[src/rtl/ovs_pkg.sv]
package ovs_pkg;
  localparam int RATIO_W = 3;
  localparam int SHIFT_W = 4;
  // largest batch is 2^(2^RATIO_W) samples, so the index needs 2^RATIO_W bits
  localparam int CNT_W   = 2 ** RATIO_W;

  typedef struct packed {
    logic               en;
    logic [RATIO_W-1:0] ratio;
    logic [SHIFT_W-1:0] shift;
  } ovs_cfg_t;
endpackage

[src/rtl/ovs_cfg_track.sv]
module ovs_cfg_track
  import ovs_pkg::*;
#(
  parameter int MAX_SHIFT = 8
) (
  input  logic             clk_i,
  input  logic             rst_ni,
  input  ovs_cfg_t         cfg_i,
  output logic             chg_o,
  output logic [CNT_W-1:0] last_idx_o,
  output logic [CNT_W-1:0] last_idx_q_o,
  output logic [SHIFT_W-1:0] shamt_o
);
  ovs_cfg_t cfg_q, cfg_d;

  function automatic logic [CNT_W-1:0] last_of(input logic [RATIO_W-1:0] k);
    logic [CNT_W:0] pw;
    pw = {{CNT_W{1'b0}}, 1'b1} << ({1'b0, k} + (RATIO_W+1)'(1));
    return pw[CNT_W-1:0] - CNT_W'(1);
  endfunction

  always_comb begin
    cfg_d        = cfg_i;
    chg_o        = (cfg_i != cfg_q);
    last_idx_o   = last_of(cfg_i.ratio);
    last_idx_q_o = last_of(cfg_q.ratio);
    shamt_o      = (cfg_i.shift > SHIFT_W'(MAX_SHIFT)) ? SHIFT_W'(MAX_SHIFT) : cfg_i.shift;
  end

  always_ff @(posedge clk_i or negedge rst_ni) begin
    if (!rst_ni) cfg_q <= '0;
    else         cfg_q <= cfg_d;
  end
endmodule

[src/rtl/ovs_accum.sv]
module ovs_accum
  import ovs_pkg::*;
#(
  parameter int SAMPLE_W = 12,
  parameter int ACC_W    = 20
) (
  input  logic                clk_i,
  input  logic                rst_ni,
  input  logic                en_i,
  input  logic                clr_i,
  input  logic                smp_valid_i,
  input  logic [SAMPLE_W-1:0] smp_data_i,
  input  logic [CNT_W-1:0]    last_idx_i,
  input  logic [CNT_W-1:0]    last_idx_q_i,
  output logic [ACC_W-1:0]    sum_o,
  output logic                done_o
);
  logic [ACC_W-1:0] acc_q, acc_d, acc_base;
  logic [CNT_W-1:0] cnt_q, cnt_d, cnt_base;
  logic             take;

  always_comb begin
    take     = smp_valid_i && en_i;
    acc_base = clr_i ? '0 : acc_q;
    cnt_base = clr_i ? '0 : cnt_q;
    sum_o    = acc_base + ACC_W'(smp_data_i);
    done_o   = take && (cnt_base == last_idx_i);
    acc_d    = acc_q;
    cnt_d    = cnt_q;
    if (take) begin
      if (done_o) begin
        acc_d = '0;
        cnt_d = '0;
      end else begin
        acc_d = sum_o;
        cnt_d = cnt_base + CNT_W'(1);
      end
    end else if (clr_i) begin
      acc_d = '0;
      cnt_d = '0;
    end
  end

  always_ff @(posedge clk_i or negedge rst_ni) begin
    if (!rst_ni) begin
      acc_q <= '0;
      cnt_q <= '0;
    end else if (take || clr_i) begin
      acc_q <= acc_d;
      cnt_q <= cnt_d;
    end
  end

  // the sample index stays inside the batch selected by the stored ratio
  p_cnt_in_batch_r2: assert property (@(posedge clk_i) disable iff (!rst_ni)
    cnt_q <= last_idx_q_i);

  // a partial sum only grows while a batch fills
  p_no_overflow_r5: assert property (@(posedge clk_i) disable iff (!rst_ni)
    (take && !clr_i && !done_o) |=> (acc_q >= $past(acc_q)));
endmodule

[src/rtl/ovs_scale.sv]
module ovs_scale
  import ovs_pkg::*;
#(
  parameter int ACC_W = 20,
  parameter int OUT_W = 16
) (
  input  logic [ACC_W-1:0]   sum_i,
  input  logic [SHIFT_W-1:0] shamt_i,
  output logic [OUT_W-1:0]   res_o
);
  logic [ACC_W-1:0] shifted;

  always_comb begin
    shifted = sum_i >> shamt_i;
    if (|shifted[ACC_W-1:OUT_W]) res_o = '1;
    else                         res_o = shifted[OUT_W-1:0];
  end
endmodule

[src/rtl/ovs_avg_unit.sv]
module ovs_avg_unit
  import ovs_pkg::*;
#(
  parameter int SAMPLE_W  = 12,
  parameter int OUT_W     = 16,
  parameter int ACC_W     = 20,
  parameter int MAX_SHIFT = 8
) (
  input  logic                clk_i,
  input  logic                rst_ni,
  input  logic                avg_en_i,
  input  logic [RATIO_W-1:0]  ratio_i,
  input  logic [SHIFT_W-1:0]  shift_i,
  input  logic                smp_valid_i,
  input  logic [SAMPLE_W-1:0] smp_data_i,
  output logic                res_valid_o,
  output logic [OUT_W-1:0]    res_data_o
);
  localparam int PAD_W = OUT_W - SAMPLE_W;

  logic [1:0]         rst_sync_q;
  logic               rst_n;
  ovs_cfg_t           cfg;
  logic               chg;
  logic [CNT_W-1:0]   last_idx, last_idx_q;
  logic [SHIFT_W-1:0] shamt;
  logic [ACC_W-1:0]   sum;
  logic               done;
  logic [OUT_W-1:0]   scaled;
  logic               vld_q, vld_d, ovs_q, ovs_d, load;
  logic [OUT_W-1:0]   dat_q, dat_d;

  always_ff @(posedge clk_i or negedge rst_ni) begin
    if (!rst_ni) rst_sync_q <= '0;
    else         rst_sync_q <= {rst_sync_q[0], 1'b1};
  end
  assign rst_n = rst_sync_q[1];

  assign cfg = '{en: avg_en_i, ratio: ratio_i, shift: shift_i};

  ovs_cfg_track #(.MAX_SHIFT(MAX_SHIFT)) u_cfg (
    .clk_i(clk_i), .rst_ni(rst_n), .cfg_i(cfg), .chg_o(chg),
    .last_idx_o(last_idx), .last_idx_q_o(last_idx_q), .shamt_o(shamt)
  );

  ovs_accum #(.SAMPLE_W(SAMPLE_W), .ACC_W(ACC_W)) u_acc (
    .clk_i(clk_i), .rst_ni(rst_n), .en_i(avg_en_i), .clr_i(chg),
    .smp_valid_i(smp_valid_i), .smp_data_i(smp_data_i),
    .last_idx_i(last_idx), .last_idx_q_i(last_idx_q),
    .sum_o(sum), .done_o(done)
  );

  ovs_scale #(.ACC_W(ACC_W), .OUT_W(OUT_W)) u_scale (
    .sum_i(sum), .shamt_i(shamt), .res_o(scaled)
  );

  always_comb begin
    vld_d = 1'b0;
    ovs_d = 1'b0;
    dat_d = dat_q;
    if (smp_valid_i && !avg_en_i) begin
      vld_d = 1'b1;
      dat_d = {{PAD_W{1'b0}}, smp_data_i};
    end else if (done) begin
      vld_d = 1'b1;
      ovs_d = 1'b1;
      dat_d = scaled;
    end
    load = vld_d;
  end

  always_ff @(posedge clk_i or negedge rst_n) begin
    if (!rst_n) begin
      vld_q <= 1'b0;
      ovs_q <= 1'b0;
    end else begin
      vld_q <= vld_d;
      ovs_q <= ovs_d;
    end
  end

  always_ff @(posedge clk_i or negedge rst_n) begin
    if (!rst_n)    dat_q <= '0;
    else if (load) dat_q <= dat_d;
  end

  assign res_valid_o = vld_q;
  assign res_data_o  = dat_q;

  // pass-through forwards the sample one cycle later, zero-extended
  p_passthru_r6: assert property (@(posedge clk_i) disable iff (!rst_n)
    (smp_valid_i && !avg_en_i) |=> (res_valid_o &&
      res_data_o[SAMPLE_W-1:0] == $past(smp_data_i) &&
      res_data_o[OUT_W-1:SAMPLE_W] == '0));

  // no result without a sample accepted the cycle before
  p_needs_sample_r10: assert property (@(posedge clk_i) disable iff (!rst_n)
    res_valid_o |-> $past(smp_valid_i));

  // an averaged result is a single-cycle pulse while averaging continues
  p_single_pulse_r7: assert property (@(posedge clk_i) disable iff (!rst_n)
    (res_valid_o && ovs_q && avg_en_i) |=> !res_valid_o);
endmodule

[config.mk]
export PLATFORM = sky130hd
export DESIGN_NAME = ovs_avg_unit
export DESIGN_NICKNAME = d
export VERILOG_FILES = /design/src/rtl/ovs_pkg.sv /design/src/rtl/ovs_cfg_track.sv /design/src/rtl/ovs_accum.sv /design/src/rtl/ovs_scale.sv /design/src/rtl/ovs_avg_unit.sv
export SDC_FILE = /design/constraint.sdc
export NUM_CORES = 1
export LEC_CHECK = 0
export BUFFER_PORTS_ARGS = -buffer_cell sky130_fd_sc_hd__buf_4
export CORE_UTILIZATION = 40
export CTS_BUF_LIST = sky130_fd_sc_hd__clkbuf_16
export CTS_CLUSTER_DIAMETER = 150
export CTS_CLUSTER_SIZE = 24
export DETAILED_ROUTE_END_ITERATION = 7
export HOLD_SLACK_MARGIN = 0.02
export PLACE_DENSITY = 0.58
export REMOVE_ABC_BUFFERS = 1
export SYNTH_ARGS = -nofsm -noshare
export SYNTH_HDL_FRONTEND = slang
export SYNTH_HIERARCHICAL = 1
export SYNTH_SLANG_ARGS = --single-unit
[constraint.sdc]
create_clock -name clk_i -period 2.3 [get_ports clk_i]
set_input_delay 0.345 -clock clk_i [delete_from_list [all_inputs] [get_ports clk_i]]
set_output_delay 0.345 -clock clk_i [all_outputs]
set_load 0.01 [all_outputs]
Word-level counts from Yosys, hierarchy flattened
Cells that the tools add are included.

Bits in registers: 55. Latch bits: 0. Memory bits (writable): 0. Bits in read-only memories: 0. Bits of input ports: 23. Output and inout port bits: 17. Word-level logic and storage cells: 37. Memories kept: 0.

$add $sub $neg: 4. Multiply operators: 0. Divide/modulo/power cells: 0. $lt $le $gt $ge: 1. Equal/unequal tests: 2. Shifts and indexed selects: 2. Mux-type cells: 12. Bitwise operators: 0. Reductions and logical operators: 8.

Operators by type and width (number): $mux W20 (3); $mux W16 (3); $mux W8 (3); $add A20 B12 Y20 (1); $shr A20 B4 Y20 (1); $add A8 B1 Y8 const B (1); $eq A8 B8 Y1 (1); $ne A8 B8 Y1 (1); $shl A1 B4 Y8 const A (1); $sub A8 B1 Y8 const B (1); $add A3 B1 Y4 const B (1); $gt A4 B4 Y1 const B (1); $mux W4 (1); $reduce_or A4 Y1 (1); $logic_and A1 B1 Y1 (3); $mux W1 (2); $reduce_and A2 Y1 (1); $reduce_bool A2 Y1 (1); $logic_not A1 Y1 (1); $logic_or A1 B1 Y1 (1).

Logic depth before layout (Yosys ltp)
Word-level depth: 8. Depth in mapped cells: 22. Gate-level depth less buffers: 18.

Hierarchy
The synthesis kept the hierarchy.

Modules (own cells, without submodules): ovs_accum (times used 1, cells an instance 280, area an instance 2287.2 um^2, sequential area each 700.7 um^2); ovs_scale (times used 1, cells an instance 118, area an instance 944.7 um^2, sequential area each 0.0 um^2); ovs_avg_unit (times used 1, cells an instance 58, area an instance 902.1 um^2, sequential area each 475.5 um^2); ovs_cfg_track (times used 1, cells an instance 57, area an instance 535.5 um^2, sequential area each 200.2 um^2).

Least setup slack after synthesis
OpenSTA, ideal clock, no wires.

Path kind: input to register. Start point: input port ratio_i[1]. End point: register dat_q[6] (netlist: res_data_o[6]). Setup time: 0.125 ns. Data arrival time: 4.733 ns. Slack: -2.558 ns. Cell stages on the path: 21. Buffers on the path: 4. Path through: buf_6 xor2_1 nor4_1 nand2_1 clkbuf_1 clkbuf_1 clkbuf_1 nor2b_1 ha_1 fa_1 a21o_1 a221oi_1 o21bai_2 nand4_1 xor2_1 nor2_1 mux2_2 a221oi_1 a22oi_1 mux2_4 mux2_4.

Longest elaborated chain between the ends: 8.

Ends and longest elaborated chain: from (decl) (RTL line ovs_avg_unit.sv:12) `input logic [RATIO_W-1:0] ratio_i,`; $ne A8 B8 Y1 (*) (RTL line ovs_cfg_track.sv:24) `chg_o = (cfg_i != cfg_q);`; named net chg (RTL line ovs_avg_unit.sv:24) `logic chg;`; $mux W20 (*) (RTL line ovs_accum.sv:24) `acc_base = clr_i ? '0 : acc_q;`; $add A20 B12 Y20 (*) (RTL line ovs_accum.sv:26) `sum_o = acc_base + ACC_W'(smp_data_i);`; named net sum[14] (RTL line ovs_avg_unit.sv:27) `logic [ACC_W-1:0] sum;`; $shr A20 B4 Y20 (*) (RTL line ovs_scale.sv:14) `shifted = sum_i >> shamt_i;`; $reduce_or A4 Y1 (RTL line ovs_scale.sv:15) `if (|shifted[ACC_W-1:OUT_W]) res_o = '1;`; $mux W16 (*) (RTL line ovs_scale.sv:15); named net scaled[6] (RTL line ovs_avg_unit.sv:29) `logic [OUT_W-1:0] scaled;`; $mux W16 (*) (RTL line ovs_avg_unit.sv:64) `end else if (done) begin`; $mux W16 (*) (RTL line ovs_avg_unit.sv:61) `if (smp_valid_i && !avg_en_i) begin`; to (signal assigned) (RTL line ovs_avg_unit.sv:84) `else if (load) dat_q <= dat_d;`; to (decl) (RTL line ovs_avg_unit.sv:31) `logic [OUT_W-1:0] dat_q, dat_d;`.

Mark *: on every way through the listed nets, which the timed path passes. The rest lies on a longest branch. The select of a mux whose other input is x is not followed. A chain may end at the register's enable or synchronous reset.

Final worst setup path
Start point: register u_cfg/cfg_q[4] (netlist bit). End point: register dat_q[6] (netlist: res_data_o[6]).

Longest elaborated chain between the ends: 8.

Ends and longest elaborated chain: from (decl) (RTL line ovs_cfg_track.sv:14) `ovs_cfg_t cfg_q, cfg_d;`; from (signal assigned) (RTL line ovs_cfg_track.sv:32) `else cfg_q <= cfg_d;`; $ne A8 B8 Y1 (*) (RTL line ovs_cfg_track.sv:24); named net chg (RTL line ovs_avg_unit.sv:24); $mux W20 (*) (RTL line ovs_accum.sv:24); $add A20 B12 Y20 (*) (RTL line ovs_accum.sv:26); named net sum[14] (RTL line ovs_avg_unit.sv:27); $shr A20 B4 Y20 (*) (RTL line ovs_scale.sv:14); $reduce_or A4 Y1 (RTL line ovs_scale.sv:15); $mux W16 (*) (RTL line ovs_scale.sv:15); named net scaled[6] (RTL line ovs_avg_unit.sv:29); $mux W16 (*) (RTL line ovs_avg_unit.sv:64); $mux W16 (*) (RTL line ovs_avg_unit.sv:61).

Marks and branches as above.

==> reports/metrics.cfg <==
[status]
status=finished, violations left
violations=negative setup slack

[power_and_ir_drop]
pwr-share-clk_pct=33.5
p_comb_share_pct=27.6
p_per_area_nw_per_um2=365
p_leak_nw=3.25
finalPower_mw=2.68
netSwitchingPower_uw=758
peakVddDrop_mv=0.283
power_switching_share_pct=28.3
internal_power_mw=1.93
seqPwrFrac_pct=38.9

[layout]
stdcell_area_sq_um=7350
layout.cells.non_filler=855
final_nets=752
n_antenna_cell=0
drive_gt1_share_pct=51.5
final_common_cell=buf_4
layout_common_cells=buf_4, dfrtp_1, nand2_1, nor2_1, mux2i_1
syn_to_final_growth_pct=60.1

[critical_path]
path_cells=xor2_1, nor4_4, nand2_4, buf_8, nor2b_4, ha_4, a21o_1, a221oi_2, buf_4, o21bai_4, nand4_1, xor2_1, nor2_2, mux2_4, a221oi_4, a22oi_2, mux2_4, mux2_4
required_ns=2.49
timing.critical_path.slowest_cell_delay_ns=0.39
cp_max_fo=5
crit_path_end_kind=flop
crit_top_cell=mux2_4
critPathLaunchType=flop
arrival_ns=4.39
worst-setup-path-type=flop to flop
slowest_stage=nor4_4

[global_routing]
grt_pass1_wl_mm=23.5
grt_pass1_vias=4691
grt_overflow=0
grt_max_degree=54
antenna_found_initial=0
grt_use_total_pct=26.1

[timing]
fin_tns_setup_ns=-52.81
worst_slew_pin_slew_ns=0.709
final_max_slew_viol_count=0
period_share_pct=182
final_hold_viol_count=0
finalSetupViolations=45
setup_ws_ns=-1.90
clock.fmax_ghz=0.238
rsz0062_at_grt=yes
period_minus_slack_ns=4.20
fin_skew_ns=0.00709
slew_headroom_pct=52.7

[synth]
synthCells=500
synth_area_sq_um=4590
yosysWarnings=6
syn-mean-instance-area_sq_um=9.18

[clocking]
root_buffer=clkbuf_16
cts_buffer_depth=2
cts_buffers=5
clk_pin_slew_ns=0.08
htree_levels=2
clock_latency_ns=0.31
clock-sinks=55
cts_tree=done

[placed_design]
post-place-ws_ns=-2.43
dp_cells=809
place_area_sq_um=6060
hpwlAfterDp_mm=10.7
place.gp.congestion=0.942
numPortBuffers=39

[floorplanning]
core_sq_um=11000
die-height_microns=109
rows=38
ioPinCount=40
dieArea_sq_um=11900
die_w_microns=109
start_util_pct=41.6

[routing]
ant_nets=0
dr.pass1.iters=5
drt-total-wl_mm=15.6
viasPerCell=5.45
post_drt_wl_per_cell_microns=18.2
via_count=4656
drc=0
drtIter0Drc=229

[run]
maxCapViolations=0

[worst_hold_path]
hold_path_class=input pin to flop

## worst paths after layout
kind                                             end  depth (start not counted)                startpoint  slack, ns
max                        res_data_o[6]$_DFFE_PN0P_                         18  u_cfg/cfg_q[4]$_DFF_PN0_      -1.90
min                         u_cfg/cfg_q[1]$_DFF_PN0_                          2                shift_i[1]       0.25
max reg2reg                res_data_o[6]$_DFFE_PN0P_                         18  u_cfg/cfg_q[4]$_DFF_PN0_      -1.90
min reg2reg                  rst_sync_q[1]$_DFF_PN0_                          0   rst_sync_q[0]$_DFF_PN0_       0.35
max in group asynchronous   u_cfg/cfg_q[0]$_DFF_PN0_                          1   rst_sync_q[1]$_DFF_PN0_       1.43
min in group asynchronous    rst_sync_q[1]$_DFF_PN0_                          2                    rst_ni       0.34
## final cells by class
type | count | area (sq um)
clock inverters | 3 | 43.8
fillers | 853 | 3680
clock buffers | 5 | 125
repair buffers | 234 | 1950
multi-input cells | 413 | 3650
flip-flops and latches | 55 | 1380
inverters | 5 | 18.8
well taps | 140 | 175
## sequential cells by signal, indices dropped and copies added (netlist names)
name         cells
rst_sync_q       2
u_acc/acc_q     20
res_data_o      16
u_cfg/cfg_q      8
u_acc/cnt_q      8
res_valid_o      1
## worst max-delay path, delay by kind of cell (launching register included)
family | cells | cell delay (ns)
muxes | 3 | 0.83
and+or+nand+nor | 5 | 0.85
buffers and inverters | 2 | 0.35
xor gates and xnor gates | 2 | 0.35
AOI/OAI and AO/OA | 5 | 1.07
adders and majority gates | 1 | 0.22
DFF | 1 | 0.37
## metal layers
metal,track usage (%),wire (microns),vias up
met5,0,0,-
li1,-,-,2236
met1,31.1,6520,2293
met4,9.56,439,0
met2,46.8,8130,97
met3,4.06,468,30
## power groups by stage
stage / Clock (mW) / Sequential [mW] / Combinational (mW)
4_1_cts: 0.928 / 1.05 / 0.701
6_report: 0.900 / 1.04 / 0.740
2_1_floorplan: 0 / 1.09 / 0.295
5_1_grt: 0.967 / 1.05 / 0.792
3_3_place_gp: 0 / 1.06 / 0.624
3_5_place_dp: 0 / 1.06 / 0.633
## timing repair
item | in CTS | in global routing
hold buffers | 1 | 0
endpoints found under the setup margin | 45 | 45
endpoints found under the hold margin | 2 | 0
pin swaps | 33 | 14
gates cloned | 3 | 0
gates resized for setup | 118 | 54
buffers inserted | 25 | 11
## metrics by stage
stage | hold WS [ns] | util [%]
CTS | 0.243 | 63.9
detailed placement | 0.129 | 54.9
global placement | 0.128 | 54.9
global route | 0.250 | 66.6
floorplan | 0.0494 | -
finish | 0.253 | 66.6
Power figures use the tool's default switching activity.
